--- src/rtl/xrf_pkg.sv ---
package xrf_pkg;

  // Strobes handed from the control decode to the datapath.
  typedef struct packed {
    logic wrStrobe;   // commit wrData at the next rising edge
    logic rdStrobe;   // drive the read port
    logic bypass;     // read address hits the open write address
  } xrf_ctrl_t;

endpackage

--- src/rtl/xrf_ctrl.sv ---
module xrf_ctrl
  import xrf_pkg::*;
#(
  parameter int AW       = 2,
  parameter bit USE_BANK = 1'b1
) (
  input  logic          bankSelN,
  input  logic          wrEnN,
  input  logic [AW-1:0] wrAddr,
  input  logic          rdEnN,
  input  logic [AW-1:0] rdAddr,
  output xrf_ctrl_t     ctrl
);

  logic bankOn;

  generate
    if (USE_BANK) begin : g_bank
      assign bankOn = ~bankSelN;
    end else begin : g_nobank
      logic unusedSel;
      assign unusedSel = bankSelN;
      assign bankOn    = 1'b1;
    end
  endgenerate

  always_comb begin
    ctrl          = '0;
    ctrl.wrStrobe = bankOn & ~wrEnN;
    ctrl.rdStrobe = bankOn & ~rdEnN;
    ctrl.bypass   = bankOn & ~wrEnN & (rdAddr == wrAddr);
  end

endmodule

--- src/rtl/xrf_datapath.sv ---
module xrf_datapath
  import xrf_pkg::*;
#(
  parameter int WORDS = 4,
  parameter int DW    = 4,
  localparam int AW   = (WORDS > 1) ? $clog2(WORDS) : 1
) (
  input  logic          clk,
  input  logic          rstN,
  input  xrf_ctrl_t     ctrl,
  input  logic [AW-1:0] wrAddr,
  input  logic [DW-1:0] wrData,
  input  logic [AW-1:0] rdAddr,
  output logic [DW-1:0] rdData,
  output logic          rdValid
);

  logic [DW-1:0]       words [WORDS];
  logic [WORDS*DW-1:0] flatWords;

  generate
    for (genvar i = 0; i < WORDS; i++) begin : g_word
      logic [DW-1:0] wordQ;
      always_ff @(posedge clk or negedge rstN) begin
        if (!rstN)
          wordQ <= '0;
        else if (ctrl.wrStrobe && (wrAddr == AW'(i)))
          wordQ <= wrData;
      end
      assign words[i]                = wordQ;
      assign flatWords[i*DW +: DW]   = wordQ;
    end
  endgenerate

  always_comb begin
    rdValid = ctrl.rdStrobe;
    rdData  = '0;
    if (ctrl.rdStrobe)
      rdData = ctrl.bypass ? wrData : words[rdAddr];
  end

  AST_WRITE_LANDS: assert property (@(posedge clk) disable iff (!rstN)
    ctrl.wrStrobe |=> words[$past(wrAddr)] == $past(wrData));

  AST_IDLE_HOLDS: assert property (@(posedge clk) disable iff (!rstN)
    !ctrl.wrStrobe |=> $stable(flatWords));

  AST_PASS_THROUGH: assert property (@(posedge clk) disable iff (!rstN)
    (ctrl.rdStrobe && ctrl.bypass) |-> rdData == wrData);

endmodule

--- src/rtl/xrf_top.sv ---
module xrf_top
  import xrf_pkg::*;
#(
  parameter int WORDS    = 4,
  parameter int DW       = 4,
  parameter bit USE_BANK = 1'b1,
  localparam int AW      = (WORDS > 1) ? $clog2(WORDS) : 1
) (
  input  logic          clk,
  input  logic          rstN,
  input  logic          bankSelN,
  input  logic          wrEnN,
  input  logic [AW-1:0] wrAddr,
  input  logic [DW-1:0] wrData,
  input  logic          rdEnN,
  input  logic [AW-1:0] rdAddr,
  output logic [DW-1:0] rdData,
  output logic          rdValid
);

  xrf_ctrl_t ctrl;

  xrf_ctrl #(.AW(AW), .USE_BANK(USE_BANK)) u_ctrl (
    .bankSelN (bankSelN),
    .wrEnN    (wrEnN),
    .wrAddr   (wrAddr),
    .rdEnN    (rdEnN),
    .rdAddr   (rdAddr),
    .ctrl     (ctrl)
  );

  xrf_datapath #(.WORDS(WORDS), .DW(DW)) u_dp (
    .clk     (clk),
    .rstN    (rstN),
    .ctrl    (ctrl),
    .wrAddr  (wrAddr),
    .wrData  (wrData),
    .rdAddr  (rdAddr),
    .rdData  (rdData),
    .rdValid (rdValid)
  );

  AST_OFF_IS_ZERO: assert property (@(posedge clk) disable iff (!rstN)
    rdEnN |-> (!rdValid && rdData == '0));

  AST_BANK_MUTE: assert property (@(posedge clk) disable iff (!rstN)
    (USE_BANK && bankSelN) |-> (!rdValid && rdData == '0));

endmodule

--- config.mk ---
export PLATFORM = sky130hd
export DESIGN_NAME = xrf_top
export DESIGN_NICKNAME = d
export VERILOG_FILES = /design/src/rtl/xrf_pkg.sv /design/src/rtl/xrf_ctrl.sv /design/src/rtl/xrf_datapath.sv /design/src/rtl/xrf_top.sv
export SDC_FILE = /design/constraint.sdc
export NUM_CORES = 1
export LEC_CHECK = 0
export BUFFER_PORTS_ARGS = -buffer_cell sky130_fd_sc_hd__buf_2
export CORE_MARGIN = 8
export CORE_UTILIZATION = 52
export DETAILED_ROUTE_END_ITERATION = 16
export PLACE_DENSITY = 0.76
export SLEW_MARGIN = 20
export SYNTH_ARGS = -nofsm -noshare
export SYNTH_HDL_FRONTEND = slang
export SYNTH_SLANG_ARGS = --single-unit
--- constraint.sdc ---
create_clock -name clk -period 1.6 [get_ports clk]
set_input_delay 0.32 -clock clk [delete_from_list [all_inputs] [get_ports clk]]
set_output_delay 0.32 -clock clk [all_outputs]
set_load 0.005 [all_outputs]
==> results of run 1 <==
[final timing paths]
path	from	to	slack [ps]	cells after the start
setup / recovery	u_dp.g_word[3].wordQ[0]	rdData[0]	-230	4
hold / removal	wrData[3]	u_dp.g_word[2].wordQ[3]	320	2
setup reg to reg	u_dp.g_word[0].wordQ[1]	u_dp.g_word[0].wordQ[1]	740	2
hold reg to reg	u_dp.g_word[2].wordQ[3]	u_dp.g_word[2].wordQ[3]	490	1
max in group asynchronous	rstN	u_dp.g_word[2].wordQ[3]	870	2
min in group asynchronous	rstN	u_dp.g_word[2].wordQ[0]	480	2
[Yosys cell counts]
library cell / n
buf_2: 3
nor3b_4: 2
nor2_1: 1
buf_6: 1
mux2_1: 2
nor3_4: 1
and3_1: 1
o31ai_1: 4
a21oi_1: 4
or2_1: 1
inv_1: 1
mux4_2: 4
mux2_2: 14
dfrtp_1: 16
xor2_1: 2
nand4_1: 4
or2_2: 1
xnor2_1: 2
[critical path, delay by kind of cell, from the launching register on]
kind	cells	cell delay, ps
muxes	1	490
DFF	1	390
buffers and inverters	1	140
AOI/OAI and AO/OA	2	220
[layer usage]
layer	vias to the layer above	GRT usage [%]	share of wire, %
met1	303	14.61	44
li1	290	-	-
met2	28	17.55	47
met5	-	0	0
met3	11	3.587	6.0
met4	0	8.571	2.5
[what timing repair did]
item,CTS,global route
buffers inserted,0,1
pin swaps,3,3
hold buffers,1,0
setup endpoints to repair,4,4
resized for setup,0,2
endpoints found under the hold margin,16,0
[stage by stage]
stage                     area, sq um  worst slack (ps)
after floorplan                 887.1             111.1
after global placement           1002            -60.20
after detailed placement         1002            -73.16
after CTS                        1035            -192.9
after global routing             1055            -213.7
final                            1055            -225.2
[power by group]
group	switching [mW]	internal, mW
clock network	0.112	0.0874
registers	0.0430	0.493
logic	0.109	0.165
total	0.263	0.745
[kinds of logic (layout without fill, tap and decap cells)]
family                 count (synthesis)  after routing  share of synthesized area [%]
AND/OR/NAND/NOR                       11             11                          11.43
multiplexers                          20             20                          30.47
AO/OA/AOI/OAI                          8              8                          5.642
flip-flops                            16             16                          45.13
XOR/XNOR                               4              4                          3.950
buffers and inverters                  5             26                          3.384
[cell type report]
type,count,area [sq um]
multi-input combinational,43,469.2
inverter,1,3.754
tap,17,21.27
fill,133,615.6
timing repair buffer,22,137.6
clock buffer,3,22.52
sequential,16,400.4
==> metrics.txt, run 1 <==
most common cell after layout, fill and taps aside buf_2; failing checks negative setup slack; share of cells above drive strength 1 56.47%; cell accounting for the most synthesized area dfrtp_1; Post-Route WL 1.823 mm; Tightest Pin Transition 443.9 ps; ant diodes 0; Die H 57.31 um; WHS 316.1 ps; max frequency 0.5479 GHz; max FFs per register 16; IO buf count 17; Area growth syn-to-layout 18.90%; Starting Density 53.11%; htree depth 1; PwrDens 956.4 nW/um^2; setup TNS -684.6 ps; vias in the first global route 678; drt via density 6.196; Synthesis Warnings 0; maximum root-to-sink buffer count 2; width of the die 57.31 um; WL/cell 17.87 um; DRC violation count after routing 0; largest net degree at the start of global routing 17; Leak 0.4646 nW; hold crit path type input pin to flop; maxcap violations 0; global-route wire length before repair 3.049 mm; Tcrit/Tclk final 114.1%; Root Driver clkbuf_4; commonest cells after routing, fill and taps aside 17 x buf_2, 16 x dfrtp_1, 14 x mux2_2; # rows 15; clock-pin slew on the worst setup and hold paths 80 ps; total number of vias 632; final RePlAce weighted congestion 0.7984; critical path class flop to output pin; Final Hold Fails 0; number of routed nets with antenna violations 0; DP Cell Count 97; Largest Register u_dp.g_word.wordQ; Final Power 1.009 mW; worst setup margin -225.2 ps; critical path capture point type output pin; Final #Nets 100; Worst Setup Start Kind flop; post-synth top area share 45.13%; CTS Buf Count 3; 1st-pass router iterations 4; Worst Skew 0 ps; RSZ-0062 raised after global routing yes; top cells by area, synth dfrtp_1 45%, mux2_2 18%, mux4_2 10%; antenna violations before repair 0; #FFs+latches synth 16; final setup violating endpoints 4; status complete, but fails checks; Synthesized Nets 77; syn avg cell area 13.86 sq um; crit path DAT 1510 ps; Synth cell types 18; fin cells 102; Util after Layout 63.15%; final number of max-transition violations 0; Worst EP required 1280 ps; Synth Instances 64; clock sink count 16; TritonCTS clock tree built; Seq/Total Area, Yosys 45.13%; DRT iter0 DRCs 16; Relative slew margins 70.41%; min cycle time layout 1825 ps; die area 3284 sq um; GRT overflow 0; worst-path cell chain mux4_2 > o31ai_1 > a21oi_1 > buf_2; Core Box Area 1670 sq um; Critical Path Fanout Max 2; slowest stage delay, CP 490 ps; Largest regs u_dp.g_word.wordQ x16; I/O pins 18; VDD IR max 716.0 uV; Slowest-stage cell, CP mux4_2; HPWL after DPL 1.419 mm; Skew-Pair Late Insertion Delay 280 ps; Synth Cell Area 887.1 sq um; Total Routing Usage GR 12.00%
Power figures use the tool's default switching activity.
==> run 2, diff against run 1 <==
- REMOVE_ABC_BUFFERS: unset -> 1
==> run 2 against run 1 <==
Against the previous run:
- the flow still finishes with violations (negative setup slack)
- largest cell class unchanged
- non-clock buffer count is 3 higher
- via count is 5.4% lower
- design area is 0.24% higher
- die area stayed put
- critical endpoint is now rdData[1]
- core utilization is 0.15 points higher
- hold slack better by 20 ps
- sequential cell count stayed put
- sequential share of layout area is 0.090 points lower
- combinational power is 3% higher
- clock-buffer cell count stayed put
==> metrics.txt, run 2 (synthesis gave the netlist of run 1 again) <==
clock power share 19.4% (-0.3 points); RSZ-0062 raised after global routing yes; Total Routing Usage GR 13.05% (+1.1 points); final number of max-transition violations 0 (unchanged); Layout fillers 129 (-3.0%); # rows 15 (unchanged); ant diodes 0 (unchanged); WHS 336.0 ps (+19.83 ps); share of cells above drive strength 1 56.82% (+0.35 points); worst setup margin -184.6 ps (+40.66 ps); Int Pwr 0.7501 mW (+0.63%); Top Layer Used met4; Tcrit/Tclk final 111.5% (-2.5 points); clock-pin slew on the worst setup and hold paths 80 ps (about the same); Largest Register u_dp.g_word.wordQ; min-delay src wrData[2]; Final Hold Fails 0 (unchanged); GRT overflow 0 (unchanged); Skew-Pair Late Insertion Delay 270 ps (about the same); R2R setup slack 710 ps (-30 ps); hold crit path type input pin to flop; Largest regs u_dp.g_word.wordQ x16; maximum root-to-sink buffer count 2 (unchanged); I/O pins 18 (unchanged); maxcap violations 0 (unchanged); Starting Density 53.11% (unchanged); global-route wire length before repair 3.305 mm (+8.4%); Leak 0.4692 nW (+0.99%); Hold Crit Depth 2 (unchanged); Die H 57.31 um (unchanged); setup TNS -672.4 ps (+12.29 ps); Worst Skew 0 ps (unchanged); worst setup path start u_dp.g_word[3].wordQ[1]; critical path capture point type output pin; Tightest Pin Transition 442.4 ps (-1.470 ps); antenna violations before repair 0 (unchanged); Core Box Area 1670 sq um (unchanged); die area 3284 sq um (unchanged); DRT iter0 DRCs 10 (-6); Util after Layout 63.30% (+0.15 points); critical path class flop to output pin; max FFs per register 16 (unchanged); CTS Buf Count 3 (unchanged); sink of the worst hold path u_dp.g_word[1].wordQ[2]; Switching Share 26.48% (+0.36 points); R2R depth 2 (unchanged); Worst Setup Start Kind flop; HPWL after DPL 1.548 mm (+9.2%); failing checks negative setup slack; NetSw 0.2701 mW (+2.5%); reg2reg end u_dp.g_word[2].wordQ[0]; final setup violating endpoints 4 (unchanged); Worst EP required 1280 ps (about the same); IO buf count 17 (unchanged); wl on met1 765 um (-4.5%); htree depth 1 (unchanged); min cycle time layout 1785 ps (-40.66 ps); TritonCTS clock tree built; final RePlAce weighted congestion 0.8678 (+8.7%); max frequency 0.5604 GHz (+2.3%); drt via density 5.695 (-8.1%); commonest cells after routing, fill and taps aside 17 x buf_2, 16 x dfrtp_1, 14 x mux2_2, 7 x buf_4; WL/cell 17.84 um (-0.19%); vias in the first global route 693 (+2.2%); largest net degree at the start of global routing 17 (unchanged); met2 WL 970 um (+12%); Root Driver clkbuf_4; DRC violation count after routing 0 (unchanged); Place WS -76.65 ps (-3.499 ps); Seq pwr share 52.9% (-0.2 points); RR Startpoint u_dp.g_word[2].wordQ[0]; clock sink count 16 (unchanged); Final Power 1.020 mW (+1.1%); 1st-pass router iterations 4 (unchanged); Gate power share 27.7% (+0.5 points); width of the die 57.31 um (unchanged); total number of vias 598 (-5.4%); Final #Nets 103 (+3.0%); most common cell after layout, fill and taps aside buf_2; PwrDens 965.0 nW/um^2 (+0.89%); Area growth syn-to-layout 19.18%; status complete, but fails checks; crit path DAT 1460 ps (-50 ps); Met3 Routed Length 110 um (unchanged); Critical Path Fanout Max 2 (unchanged); Relative slew margins 70.51% (+0.098 points); VDD IR max 610.9 uV (-15%); Post-Route WL 1.873 mm (+2.7%); number of routed nets with antenna violations 0 (unchanged)
## run 2: worst max path at each step
stage | end | depth (start not counted) | slack, ps
after floorplan | u_dp.g_word[2].wordQ[0] | 3 | 170
after detailed placement | rdData[1] | 5 | -80
after global placement | rdData[0] | 5 | -40
after global routing | rdData[1] | 4 | -260
final | rdData[1] | 4 | -180
after CTS | rdData[1] | 4 | -200
## run 2: power groups by stage
stage | Sequential (mW) | Combinational, mW | Clock, mW
global placement | 0.544 | 0.250 | 0
CTS | 0.537 | 0.279 | 0.210
floorplan | 0.527 | 0.175 | 0
finish | 0.539 | 0.283 | 0.198
global route | 0.549 | 0.309 | 0.225
detailed placement | 0.547 | 0.263 | 0
## run 2: worst max-delay path, stage by stage (launching register included)
cell,delay [ps]
dfrtp_1,380
mux4_2,500
o31ai_2,80
a21oi_1,90
buf_2,130
## run 2: what timing repair did
item,in CTS,in global routing
resized for setup,1,0
hold endpoints to repair,16,0
setup endpoints to repair,4,4
pin swaps,4,0
setup buffers,1,1
hold buffers,1,0
## run 2: final cells by class
cell class	instances	area, sq um	area share (%)
flip-flops and latches	16	400.4	37.87
clock buffers	3	22.52	2.130
well taps	17	21.27	2.012
multi-input cells	43	461.7	43.67
inverters	1	3.754	0.3550
repair buffers	25	147.6	13.96
## run 2: per-stage QoR
stage	instance area (sq um)	instances
floorplan	860.8	60
global placement	1005	99
detailed placement	1005	99
CTS	1050	104
global route	1057	105
finish	1057	105
## run 2: per-layer routing
metal / up-vias / global-route usage [%]
met1: 286 / 14.55
met3: 4 / 4.709
met2: 17 / 20.77
met4: 0 / 7.857
met5: - / 0
li1: 291 / -
==> run 3, diff against run 2 <==
- MAX_ROUTING_LAYER: unset -> met4
- REMOVE_ABC_BUFFERS: 1 -> unset
==> run 3 against run 2 <==
Against the previous run:
- the flow still finishes with violations (negative setup slack)
- clock-buffer cell count is the same
- setup slack got worse by 41 ps
- non-clock buffer count is 3 lower
- critical path depth unchanged
- cell count is 2.9% lower
- combinational power fell by 3%
- global-route usage is 0.72 points lower
- register-to-register slack improved by 30 ps
- routed wire length shrank 2.7%
- sequential share of layout area rose by 0.090 points
- clock skew unchanged
- clock power about the same
- largest cell class unchanged
==> metrics.txt, run 3 (synthesis gave the netlist of run 1 again) <==
PwrDens 956.4 nW/um^2 (-0.89%); hold crit path type input pin to flop; clock-pin slew on the worst setup and hold paths 80 ps (about the same); Post-Route WL 1.823 mm (-2.7%); Tightest Pin Transition 443.9 ps (+1.470 ps); global-route wire length before repair 3.056 mm (-7.5%); crit path DAT 1510 ps (+50 ps); Final Hold Fails 0 (unchanged); critical path class flop to output pin; HPWL after DPL 1.419 mm (-8.4%); Largest regs u_dp.g_word.wordQ x16; Largest Register u_dp.g_word.wordQ; Relative slew margins 70.41% (-0.098 points); min cycle time layout 1825 ps (+40.66 ps); maxcap violations 0 (unchanged); RSZ-0062 raised after global routing yes; ant diodes 0 (unchanged); register area 400.4 sq um (unchanged); VDD IR max 716.0 uV (+17%); drt via density 6.196 (+8.8%); Placement Cell Area 1002 sq um (-0.25%); share of cells above drive strength 1 56.47% (-0.35 points); status complete, but fails checks; Switching Share 26.11% (-0.36 points); # rows 15 (unchanged); setup TNS -684.7 ps (-12.29 ps); number of routed nets with antenna violations 0 (unchanged); 1st-pass router iterations 4 (unchanged); Final Power 1.009 mW (-1.1%); final setup violating endpoints 4 (unchanged); maximum root-to-sink buffer count 2 (unchanged); Slowest-stage cell, CP mux4_2; slowest stage delay, CP 490 ps (about the same); Worst Skew 0 ps (unchanged); area of the multi-input gates 469.2 sq um (+1.6%); largest net degree at the start of global routing 17 (unchanged); Gate power share 27.2% (-0.5 points); worst-path cell chain mux4_2 > o31ai_1 > a21oi_1 > buf_2; commonest cells after routing, fill and taps aside 17 x buf_2, 16 x dfrtp_1, 14 x mux2_2; final number of max-transition violations 0 (unchanged); Worst EP required 1280 ps (about the same); DRC violation count after routing 0 (unchanged); final RePlAce weighted congestion 0.8098 (-6.7%); TritonCTS clock tree built; GRT overflow 0 (unchanged); clock power share 19.7% (+0.3 points); failing checks negative setup slack; Util after Layout 63.15% (-0.15 points); most common cell after layout, fill and taps aside buf_2; htree depth 1 (unchanged); I/O pins 18 (unchanged); Die H 57.31 um (unchanged); Seq pwr share 53.1% (+0.2 points); Starting Density 53.11% (unchanged); Root Driver clkbuf_4; Worst Setup Start Kind flop; clock sink count 16 (unchanged); Tcrit/Tclk final 114.1% (+2.5 points); worst setup margin -225.2 ps (-40.66 ps); antenna violations before repair 0 (unchanged); Design Area, Final 1055 sq um (-0.24%); total number of vias 632 (+5.7%); Skew-Pair Late Insertion Delay 280 ps (about the same); die area 3284 sq um (unchanged); NetSw 0.2634 mW (-2.5%); CTS Buf Count 3 (unchanged); vias in the first global route 678 (-2.2%); max FFs per register 16 (unchanged); Critical Path Fanout Max 2 (unchanged); IO buf count 17 (unchanged); Final #Nets 100 (-2.9%); Total Routing Usage GR 12.33% (-0.72 points); width of the die 57.31 um (unchanged); critical path capture point type output pin; Leak 0.4646 nW (-0.99%); Int Pwr 0.7454 mW (-0.63%); WL/cell 17.87 um (+0.19%); Layout fillers 133 (+3.1%); Core Box Area 1670 sq um (unchanged); DRT iter0 DRCs 16 (+6); Area growth syn-to-layout 18.90%; max frequency 0.5479 GHz (-2.2%)
## run 3: area by class of cell
type / count / area share, %
multi-input combinational: 43 / 44.48
sequential: 16 / 37.96
timing repair buffer: 22 / 13.05
clock buffer: 3 / 2.135
tap: 17 / 2.017
inverter: 1 / 0.3559
## run 3: power groups by stage
stage / registers (mW) / logic, mW / clock network [mW]
after global placement: 0.539 / 0.253 / 0
after floorplan: 0.527 / 0.185 / 0
after CTS: 0.537 / 0.261 / 0.215
after detailed placement: 0.546 / 0.257 / 0
final: 0.536 / 0.274 / 0.199
after global routing: 0.546 / 0.295 / 0.223
## run 3: worst paths after layout
kind / startpoint / endpoint / slack [ps] / depth (start not counted)
min in group asynchronous: rstN / u_dp.g_word[2].wordQ[0] / 480 / 2
min reg2reg: u_dp.g_word[2].wordQ[3] / u_dp.g_word[2].wordQ[3] / 490 / 1
max in group asynchronous: rstN / u_dp.g_word[2].wordQ[3] / 870 / 2
min: wrData[3] / u_dp.g_word[2].wordQ[3] / 320 / 2
max: u_dp.g_word[3].wordQ[0] / rdData[0] / -230 / 4
max reg2reg: u_dp.g_word[0].wordQ[1] / u_dp.g_word[0].wordQ[1] / 740 / 2
## run 3: critical path, delay by kind of cell (launching register included)
family                 cells  cell delay [ps]
muxes                      1              490
AOI/OAI and AO/OA          2              220
DFF                        1              390
buffers and inverters      1              140
## run 3: routing by layer
metal / wire length [um] / part of all wire (%) / global-route usage (%) / up-vias
met4: 45 / 2.5 / 8.571 / 0
li1: - / - / - / 290
met3: 110 / 6.0 / 3.587 / 11
met2: 865 / 47 / 17.55 / 28
met1: 801 / 44 / 14.61 / 303
met5: 0 / 0 / - / -
## run 3: metrics by stage
step | hold slack, ps | instances | worst slack, ps
after global routing | 328.9 | 102 | -213.7
after global placement | 245.7 | 97 | -60.20
after detailed placement | 245.8 | 97 | -73.16
after floorplan | 24.41 | 64 | 111.1
final | 316.1 | 102 | -225.2
after CTS | 304.5 | 101 | -192.9
## run 3: what timing repair did
| action | CTS | global route |
|---|---|---|
| pin swaps | 3 | 3 |
| endpoints found under the setup margin | 4 | 4 |
| gates resized for setup | 0 | 2 |
| endpoints found under the hold margin | 16 | 0 |
| setup buffers | 0 | 1 |
| hold buffers | 1 | 0 |
